### src/rtl/spi_mon_pkg.sv
package spi_mon_pkg;

    typedef enum logic [2:0] {
        EV_CMD     = 3'd0,
        EV_ADDR    = 3'd1,
        EV_DATA    = 3'd2,
        EV_STATUS  = 3'd3,
        EV_UNKNOWN = 3'd4,
        EV_TRUNC   = 3'd5
    } ev_type_e;

    typedef enum logic [1:0] {
        K_READ,
        K_PROG,
        K_STAT,
        K_ERASE
    } op_kind_e;

    typedef enum logic [1:0] {
        PH_IDLE,
        PH_ADDR,
        PH_DATA,
        PH_STAT
    } phase_e;

    localparam logic [7:0] OPC_READ  = 8'h03;
    localparam logic [7:0] OPC_PROG  = 8'h02;
    localparam logic [7:0] OPC_STAT  = 8'h05;
    localparam logic [7:0] OPC_ERASE = 8'h20;

endpackage

### src/rtl/spi_mon_opdec.sv
module spi_mon_opdec
    import spi_mon_pkg::*;
(
    input  logic [7:0] opcode,
    output logic       known,
    output op_kind_e   kind
);

    always_comb begin
        known = 1'b1;
        kind  = K_READ;
        unique case (opcode)
            OPC_READ:  kind = K_READ;
            OPC_PROG:  kind = K_PROG;
            OPC_STAT:  kind = K_STAT;
            OPC_ERASE: kind = K_ERASE;
            default:   known = 1'b0;
        endcase
    end

endmodule

### src/rtl/spi_mon_align_chk.sv
module spi_mon_align_chk #(
    parameter int ADDR_W       = 24,
    parameter int SECTOR_BYTES = 4096
) (
    input  logic [ADDR_W-1:0] addr,
    output logic              misaligned
);

    localparam int SECT_BITS = $clog2(SECTOR_BYTES);

    generate
        if (SECT_BITS == 0) begin : g_none
            assign misaligned = 1'b0;
        end else begin : g_bits
            assign misaligned = |addr[SECT_BITS-1:0];
        end
    endgenerate

endmodule

### src/rtl/spi_mon_status_split.sv
module spi_mon_status_split (
    input  logic [7:0] status,
    output logic       wip,
    output logic       wel,
    output logic [3:0] bp,
    output logic       cpm,
    output logic       srwd
);

    always_comb begin
        wip  = status[0];
        wel  = status[1];
        bp   = status[5:2];
        cpm  = status[6];
        srwd = status[7];
    end

endmodule

### src/rtl/spi_flash_txn_monitor.sv
module spi_flash_txn_monitor
    import spi_mon_pkg::*;
#(
    parameter int ADDR_BYTES   = 3,
    parameter int PAYLOAD_MAX  = 256,
    parameter int SECTOR_BYTES = 4096
) (
    input  logic                        clk,
    input  logic                        rst_n,
    input  logic                        byte_valid,
    input  logic [7:0]                  mosi_byte,
    input  logic [7:0]                  miso_byte,
    input  logic                        cs_n,
    output logic                        evt_valid,
    output logic [2:0]                  evt_type,
    output logic [8*ADDR_BYTES-1:0]     evt_addr,
    output logic [7:0]                  evt_data,
    output logic [$clog2(PAYLOAD_MAX)-1:0] evt_index,
    output logic                        evt_err,
    output logic                        stat_wip,
    output logic                        stat_wel,
    output logic [3:0]                  stat_bp,
    output logic                        stat_cpm,
    output logic                        stat_srwd
);

    localparam int ADDR_W = 8 * ADDR_BYTES;
    localparam int IDX_W  = $clog2(PAYLOAD_MAX);
    localparam logic [IDX_W-1:0] LAST_ADDR = IDX_W'(ADDR_BYTES - 1);
    localparam logic [IDX_W-1:0] LAST_PAY  = IDX_W'(PAYLOAD_MAX - 1);
    localparam logic [IDX_W-1:0] IDX_SAT   = '1;

    typedef struct packed {
        phase_e            phase;
        op_kind_e          kind;
        logic [ADDR_W-1:0] addr;
        logic [IDX_W-1:0]  cnt;
        logic              ev_valid;
        ev_type_e          ev_type;
        logic [ADDR_W-1:0] ev_addr;
        logic [7:0]        ev_data;
        logic [IDX_W-1:0]  ev_idx;
        logic              ev_err;
    } mon_state_t;

    mon_state_t        st_d, st_q;
    logic              op_known;
    op_kind_e          op_kind;
    logic [ADDR_W-1:0] addr_shift;
    logic              addr_misaligned;

    // Shift-in of one address byte: earlier bytes move toward the top.
    assign addr_shift = {st_q.addr[ADDR_W-9:0], mosi_byte};

    spi_mon_opdec u_opdec (
        .opcode (mosi_byte),
        .known  (op_known),
        .kind   (op_kind)
    );

    spi_mon_align_chk #(
        .ADDR_W       (ADDR_W),
        .SECTOR_BYTES (SECTOR_BYTES)
    ) u_align (
        .addr       (addr_shift),
        .misaligned (addr_misaligned)
    );

    always_comb begin
        st_d          = st_q;
        st_d.ev_valid = 1'b0;
        st_d.ev_type  = EV_CMD;
        st_d.ev_addr  = '0;
        st_d.ev_data  = '0;
        st_d.ev_idx   = '0;
        st_d.ev_err   = 1'b0;

        if (cs_n) begin
            // Chip-select high wins over a byte strobed in the same cycle.
            if (st_q.phase == PH_ADDR) begin
                st_d.ev_valid = 1'b1;
                st_d.ev_type  = EV_TRUNC;
                st_d.ev_idx   = st_q.cnt;
            end
            st_d.phase = PH_IDLE;
            st_d.addr  = '0;
            st_d.cnt   = '0;
        end else if (byte_valid) begin
            unique case (st_q.phase)
                PH_IDLE: begin
                    st_d.ev_valid = 1'b1;
                    st_d.ev_data  = mosi_byte;
                    st_d.addr     = '0;
                    st_d.cnt      = '0;
                    if (op_known) begin
                        st_d.ev_type = EV_CMD;
                        st_d.kind    = op_kind;
                        st_d.phase   = (op_kind == K_STAT) ? PH_STAT : PH_ADDR;
                    end else begin
                        st_d.ev_type = EV_UNKNOWN;
                    end
                end
                PH_ADDR: begin
                    if (st_q.cnt == LAST_ADDR) begin
                        st_d.ev_valid = 1'b1;
                        st_d.ev_type  = EV_ADDR;
                        st_d.ev_addr  = addr_shift;
                        st_d.ev_idx   = st_q.cnt;
                        st_d.ev_err   = (st_q.kind == K_ERASE) && addr_misaligned;
                        st_d.addr     = '0;
                        st_d.cnt      = '0;
                        st_d.phase    = (st_q.kind == K_ERASE) ? PH_IDLE : PH_DATA;
                    end else begin
                        st_d.addr = addr_shift;
                        st_d.cnt  = st_q.cnt + 1'b1;
                    end
                end
                PH_DATA: begin
                    st_d.ev_valid = 1'b1;
                    st_d.ev_type  = EV_DATA;
                    st_d.ev_data  = (st_q.kind == K_PROG) ? mosi_byte : miso_byte;
                    st_d.ev_idx   = st_q.cnt;
                    if (st_q.cnt == LAST_PAY) begin
                        st_d.phase = PH_IDLE;
                        st_d.cnt   = '0;
                    end else begin
                        st_d.cnt = st_q.cnt + 1'b1;
                    end
                end
                PH_STAT: begin
                    st_d.ev_valid = 1'b1;
                    st_d.ev_type  = EV_STATUS;
                    st_d.ev_data  = miso_byte;
                    st_d.ev_idx   = st_q.cnt;
                    if (st_q.cnt != IDX_SAT) begin
                        st_d.cnt = st_q.cnt + 1'b1;
                    end
                end
                default: st_d.phase = PH_IDLE;
            endcase
        end
    end

    always_ff @(posedge clk) begin
        if (!rst_n) begin
            st_q.phase    <= PH_IDLE;
            st_q.kind     <= K_READ;
            st_q.addr     <= '0;
            st_q.cnt      <= '0;
            st_q.ev_valid <= 1'b0;
            st_q.ev_type  <= EV_CMD;
            st_q.ev_addr  <= '0;
            st_q.ev_data  <= '0;
            st_q.ev_idx   <= '0;
            st_q.ev_err   <= 1'b0;
        end else begin
            st_q <= st_d;
        end
    end

    assign evt_valid = st_q.ev_valid;
    assign evt_type  = st_q.ev_type;
    assign evt_addr  = st_q.ev_addr;
    assign evt_data  = st_q.ev_data;
    assign evt_index = st_q.ev_idx;
    assign evt_err   = st_q.ev_err;

    spi_mon_status_split u_split (
        .status (st_q.ev_data),
        .wip    (stat_wip),
        .wel    (stat_wel),
        .bp     (stat_bp),
        .cpm    (stat_cpm),
        .srwd   (stat_srwd)
    );

endmodule

### config.mk
export PLATFORM = sky130hd
export DESIGN_NAME = spi_flash_txn_monitor
export DESIGN_NICKNAME = d
export VERILOG_FILES = /design/src/rtl/spi_mon_pkg.sv /design/src/rtl/spi_mon_opdec.sv /design/src/rtl/spi_mon_align_chk.sv /design/src/rtl/spi_mon_status_split.sv /design/src/rtl/spi_flash_txn_monitor.sv
export SDC_FILE = /design/constraint.sdc
export NUM_CORES = 1
export LEC_CHECK = 0
export ABC_AREA = 1
export CORE_MARGIN = 2
export CORE_UTILIZATION = 46
export DETAILED_ROUTE_END_ITERATION = 8
export GPL_ROUTABILITY_DRIVEN = 0
export PLACE_DENSITY = 0.73
export SYNTH_ARGS = -nofsm -noshare
export SYNTH_HDL_FRONTEND = slang
export SYNTH_SLANG_ARGS = --single-unit
### constraint.sdc
create_clock -name clk -period 1.4 [get_ports clk]
set_input_delay 0.28 -clock clk [delete_from_list [all_inputs] [get_ports clk]]
set_output_delay 0.28 -clock clk [all_outputs]
set_load 0.02 [all_outputs]
# [Word level (Yosys, flattened, before mapping)]
# Index checks and enable logic that the tools add are counted.
[word_totals] regBits=73 latchBits=0 mem_bits_rw=0 romBits=0 inputBits=20 out_inout_bits=53 wordCells=73 memories=0
[op_classes] add_sub_neg=1 mul=0 n_div=0 n_lt_le_gt_ge=0 n_eq_ne=17 shifts=0 n_mux=26 n_bitwise=5 reduce_logical=14
[ops] cell="two-way mux 24 bit" n=2
[ops] cell="case mux 12 bit (4 select lines)" n=1
[ops] cell="two-way mux 45 bit" n=1
[ops] cell="two-way mux 8 bit" n=5
[ops] cell="case mux 16 bit (2 select lines)" n=1
[ops] cell="two-way mux 28 bit" n=1
[ops] cell="equality test 8 x 2 -> 1 bit (second input constant)" n=3
[ops] cell="case mux 8 bit (3 select lines)" n=1
[ops] cell="case mux 8 bit (2 select lines)" n=1
[ops] cell="two-way mux 4 bit" n=3
[ops] cell="case mux 2 bit (3 select lines)" n=2
[ops] cell="OR reduction 12 bit" n=1
[ops] cell="two-way mux 9 bit" n=1
[ops] cell="adder 8 x 1 -> 8 bit (second input constant)" n=1
[ops] cell="equality test 2 bit (second input constant)" n=4
[ops] cell="equality test 8 x 3 -> 1 bit (second input constant)" n=1
[ops] cell="equality test 8 x 6 -> 1 bit (second input constant)" n=1
[ops] cell="equality test 8 bit (second input constant)" n=1
[ops] cell="two-way mux 2 bit" n=4
[ops] cell="inequality test 8 bit (second input constant)" n=1
[ops] cell="inequality test 2 bit (second input constant)" n=3
[ops] cell="NOT 1 bit" n=5
[ops] cell="AND reduction 5 bit" n=1
[ops] cell="OR reduction 5 bit" n=1
[ops] cell="13 further kinds" n=17

# [Longest topological paths before layout]
# Gate-level depths: netlist of run 1.
[logic_depth] ltp_word=7 ltp_mapped=12 ltp_nobuf=12

# [Cells and area by module]
# From an unflattened synthesis of run 1, not the netlist that was laid out.
[hier_totals] hier_cells=449 area_unflattened_um2=3393.3
[modules_own_cells] module="spi_flash_txn_monitor" instances=1 cells_each=405 area_each_um2=3176.8 seq_area_each_um2=1461.4
[modules_own_cells] module="spi_mon_opdec" instances=1 cells_each=25 area_each_um2=112.6 seq_area_each_um2=0.0
[modules_own_cells] module="spi_mon_status_split" instances=1 cells_each=8 area_each_um2=60.1 seq_area_each_um2=0.0
[modules_own_cells] module="spi_mon_align_chk" instances=1 cells_each=11 area_each_um2=43.8 seq_area_each_um2=0.0

# [Worst setup path before layout of run 1]
# OpenSTA, ideal clock, no wires.
[synth_timing] path_kind="register to register" startpoint="reg st_q[79] (netlist name)" endpoint="reg st_q, in the netlist evt_index[0]" setup_ns=0.129 t_arrival_ns=1.395 t_required_ns=1.271 setup_slack_ns=-0.124 path_stages_with_launch=7 n_path_buf=0 synth_period_minus_slack_ns=1.524 path_cell_list="dfxtp_1 inv_1 ha_1 nor2_1 clkinv_1 a21oi_4 a211oi_2"
[synth_between] elab_chain_cells=5 elab_cells_between_ends=8 cone_classes="eq/ne: 3; mux: 4; reduce/logical: 1"
[synth_rtl] element="start, declared" line="spi_flash_txn_monitor.sv:46" rtl="mon_state_t st_d, st_q;"
[synth_rtl] element="start signal, assigned" line="spi_flash_txn_monitor.sv:157" rtl="st_q <= st_d;"
[synth_rtl] element="equality test 2 bit" line="spi_flash_txn_monitor.sv:89" rtl="unique case (st_q.phase)"
[synth_rtl] element="OR reduction 2 bit (no source line)"
[synth_rtl] element="case mux 8 bit (2 select lines)" line="spi_flash_txn_monitor.sv:89"
[synth_rtl] element="two-way mux 45 bit" line="spi_flash_txn_monitor.sv:88" rtl="end else if (byte_valid) begin"
[synth_rtl] element="two-way mux 8 bit *" line="spi_flash_txn_monitor.sv:78" rtl="if (cs_n) begin"
# Every way passes the cells marked *; elsewhere a longest branch is shown, timed or not.
# A chain may end at the register's enable or synchronous reset.

# [Worst setup path after layout of run 1]
[layout_timing] startpoint="reg st_q[46] (netlist name)" endpoint="reg st_q[79] (netlist name)"
[layout_between] elab_chain_cells=3 elab_cells_between_ends=5 cone_classes="eq/ne: 4; reduce/logical: 1"
[layout_rtl] element="equality test 8 bit / equality test 8 x 2 -> 1 bit (equally long branches)" line="spi_flash_txn_monitor.sv:123, spi_flash_txn_monitor.sv:104"
[layout_rtl] element="inequality test 2 bit (no source line) / inequality test 2 x 1 -> 1 bit (equally long branches)"
[layout_rtl] element="AND reduction 5 bit (no source line) *"
# Marks and branches as above.

==> summary by stage, run 1 <==
Floorplanning
The initial cell density of the core is 46.9%. During I/O placement, the number of pins put on the boundary was 73. After floorplanning, the core was divided into 31 placement rows. The placeable core region is 7180 sq um. In this run the horizontal extent of the chip is 89.5 um. The die covers 8020 sq um. The floorplan step set the die height to 89.5 um.

Synthesis
The cell taking the most area after synthesis is sky130_fd_sc_hd__dfxtp_1. The number of distinct library cell variants in the gate-level netlist after synthesis is 37. The combined area of all synthesized cells is 3370 sq um. The area share of the largest cell type after synthesis is 43.4%.

The most used flip-flop cell after synthesis is sky130_fd_sc_hd__dfxtp_1. The largest family of logic cells by synthesized area is simple AND/OR/NAND/NOR gates. The synthesized-area fraction occupied by and/or/nand/nor cells is 24.8%. The fraction of synthesis flops using an asynchronous set or reset pin is 0%. The number of nets in the synthesized netlist is 454. The xor/xnor cell area share of the yosys netlist is 0.520%. Summing the areas of all compound-gate instances in the mapped netlist gives 10.5% of the synthesized area. The average cell area after synthesis is 7.88 sq um.

Sorting the synthesized cells by area gives the leading types as sky130_fd_sc_hd__dfxtp_1 43%, sky130_fd_sc_hd__buf_4 10%, sky130_fd_sc_hd__nand2_1 8.3%. The number of enable flip-flop cells after synthesis is 0. Multiplexer cells account for 0% of the synthesized area. The Yosys step of the flow raised 0 warnings. Sequential cells were found to cover 43.4% of the synthesized design area. Summing the areas of all fa, ha and maj instances in the mapped netlist gives 2.60% of the synthesized area. The number of instances in the synthesized netlist is 427.

The synthesis-stage register bit count is 73.

Worst setup path
The maximum fanout along the worst path is 4. Among all stages on the critical path, the largest delay is contributed by sky130_fd_sc_hd__dfxtp_4. STA classifies the critical path startpoint as a register.

The worst setup path is of the reg -> reg kind. The count of buffering cells on the critical path with inverters included is 0. The worst reg-to-reg path cell count is 11. On the worst path, the slowest cell contributes a delay of 0.39 ns. The critical path's top delay family is simple AND/OR/NAND/NOR gates.

STA puts the critical path data arrival time at 1.92 ns. The critical path goes through ha_4 > nand2_4 > nor2_4 > nand3_2 > nand2_2 > nand2_4 > nor2_4 > nand3_2 > nand2_1 > nand2_1 > nor2_1. The cell count along the critical path is 11. STA puts the critical path data required time at 1.68 ns. STA classifies the critical path endpoint as a register.

Route
The total DRC errors in the routed layout is 0. The count of routing violations after the opening detailed-route iteration is 179. Dividing the detail-routed wire length by the instance count gives 14.3 um. The final wirelength is 8.73 mm.

Before antenna repair, the detailed router went through 6 iterations. After detailed routing, the number of vias per cell comes to 4.88. The detail route stage leaves a number of antenna-violating nets equal to 0.

The count of vias placed by the detailed router is 2970.

Clocking
The buffer type at the clock tree root is sky130_fd_sc_hd__clkbuf_8. The clock passes through at most 2 buffers. Counting every sink on the clock net gives 73.

In this run the number of H-tree levels came out at 3. The insertion delay to the later sink of the worst-skew pair is 0.36 ns. TritonCTS built the clock tree.

After clock tree synthesis, the clock-pin slew on the worst setup and hold paths is 0.08 ns. The number of buffers inserted by hold repair at cts is 0. The number of clock buffers added by TritonCTS is 9.

Finish
0 antenna diodes ended up in the layout. The area of all placed cells without fillers is 4900 sq um. At the end of the flow, the number of nets in the layout was 532. The signed area change from the synthesized netlist to the final layout is 45.5%. The filler cells instantiated in the layout total 546.

The share of post-route cells with drive strength above 1 is 35.9%.

Run
The count of max-cap constraint violations is 0.

Global routing
The overall global routing resource usage is 19.5%. The aggregate global routing overflow is 0. The initial antenna violation count was 0.

Entering global routing, the biggest net connects 23 pins. The global-route wire length before repair is 11.9 mm. The number of global-route vias before repair is 2621.

STA
The count of pins over their slew limit is 0. After layout, the worst path uses 117% of the clock period. The clock arrives with 0.0156 ns of skew. The total count of hold-check failures in the final report is 0.

Across all setup checks in the final design, the least slack found is -0.241 ns. The highest achievable clock rate is 609 MHz. Setup repair after global routing could not meet its margin everywhere. The worst slew margin relative to its limit is 73.7%.

The smallest clock period supported by the final layout is computed as 1.64 ns. Setup violations remaining at the end of the flow were counted as 49. The measured slew at the worst slew-check pin is 0.391 ns.

Power and ir drop
The design draws 0.00418 W. The total leakage power is 2.41 nW. VDD sags by at most 0.000462 V. The power density normalized to cell area is 854 nW/um^2.

Placement
The number of port buffers is 72. After detailed placement, the total cell area comes to 4130 sq um. Summed over all nets, the half-perimeter wirelength after detailed placement is 5.57 mm.

Outcome
The flow ran to the end, but the final reports show violations. The checks that failed: negative setup slack.

Min path
The worst min-delay path category is in -> reg. Along the worst hold path, the cell count comes to 3.
report_power, final:
part | switching (W) | internal [W]
Clock | 0.000859 | 0.000838
Sequential | 0.0000196 | 0.00209
Combinational | 0.000201 | 0.000169
area by class of cell:
cell class              count  area (sq um)  area share (%)
multi-input cells         245          1730            35.2
flip-flops and latches     73          1480            30.1
repair buffers            122          1160            23.6
inverters                  54           214            4.37
clock buffers               9           124            2.53
well taps                  99           124            2.53
clock inverters             7          77.6            1.58
stage by stage:
step / setup slack, ns / utilization (%) / hold slack [ns] / TNS [ns] / std cells
6_report: -0.241 / 68.2 / 0.309 / -1.85 / 609
5_1_grt: -0.314 / 68.2 / 0.310 / -5.51 / 609
4_1_cts: -0.0676 / 60.6 / 0.432 / -1.42 / 600
3_5_place_dp: -0.370 / 57.5 / 0.420 / -11.40 / 581
3_3_place_gp: -0.260 / 57.5 / 0.417 / -9.71 / 581
2_1_floorplan: 0.0199 / - / 0.392 / 0 / 427
registers in the layout, indices dropped and copies added, names as in the netlist:
name and flops:
addr_shift 16, evt_addr 24, evt_data 8, evt_err 1, evt_index 8, evt_type 3, evt_valid 1, st_q 12
repair_timing:
item | in CTS | in global routing
pin swaps | 2 | 19
buffers inserted | 2 | 7
cloned | 1 | 2
endpoints found under the setup margin | 124 | 71
resized for setup | 68 | 122
cell usage in the layout (no fill, tap or decap), drive strengths merged, types with 2 or more instances in the layout:
cell and instances:
or2 2, buf 48, nor2 57, nand3b 2
dlygate4sd2 54, nand2 84, clkdlybuf4s50 12, clkinv 4
clkbuf 11, a21oi 37, nor3 9, dfxtp 73
dlymetal6s2s 6, nand3 18, ha 7, nand4 2
a22oi 2, xor2 2, inv 55, o21ai 19
worst paths after layout:
path,from,end,slack (ns)
max,st_q[46],st_q[79],-0.24
min,mosi_byte[5],addr_shift[13],0.31
max reg2reg,st_q[46],st_q[79],-0.24
min reg2reg,addr_shift[23],evt_addr[23],0.47
metal layers:
layer,track usage (%),wire (um)
met4,7.19,174
met5,0,0
met3,4.16,461
met2,32.8,4430
met1,24.4,3670
worst min-delay path, cell delays in order:
cell and delay, ns:
sky130_fd_sc_hd__dlymetal6s2s_1 0.20, sky130_fd_sc_hd__nand2_4 0.10, sky130_fd_sc_hd__a21oi_2 0.04
logic make-up after synthesis:
group / after synthesis
xor+xnor: 2
buf+inv: 109
flops: 73
compound gates: 61
fa+ha+maj: 7
simple gates: 175
synth_stat cells (all sizes together) (7+ instances only):
master	n
nand2	84
dfxtp	73
nor2	57
buf	54
inv	53
a21oi	37
o21ai	19
nand3	18
nor3	9
ha	7
Power figures use the tool's default switching activity.
==> run 2, diff against run 1 <==
Settings changed: CTS_CLUSTER_DIAMETER set to 30.
==> results of run 2 <==
The final DEF is identical to that of run 1; final timing and power are the same.
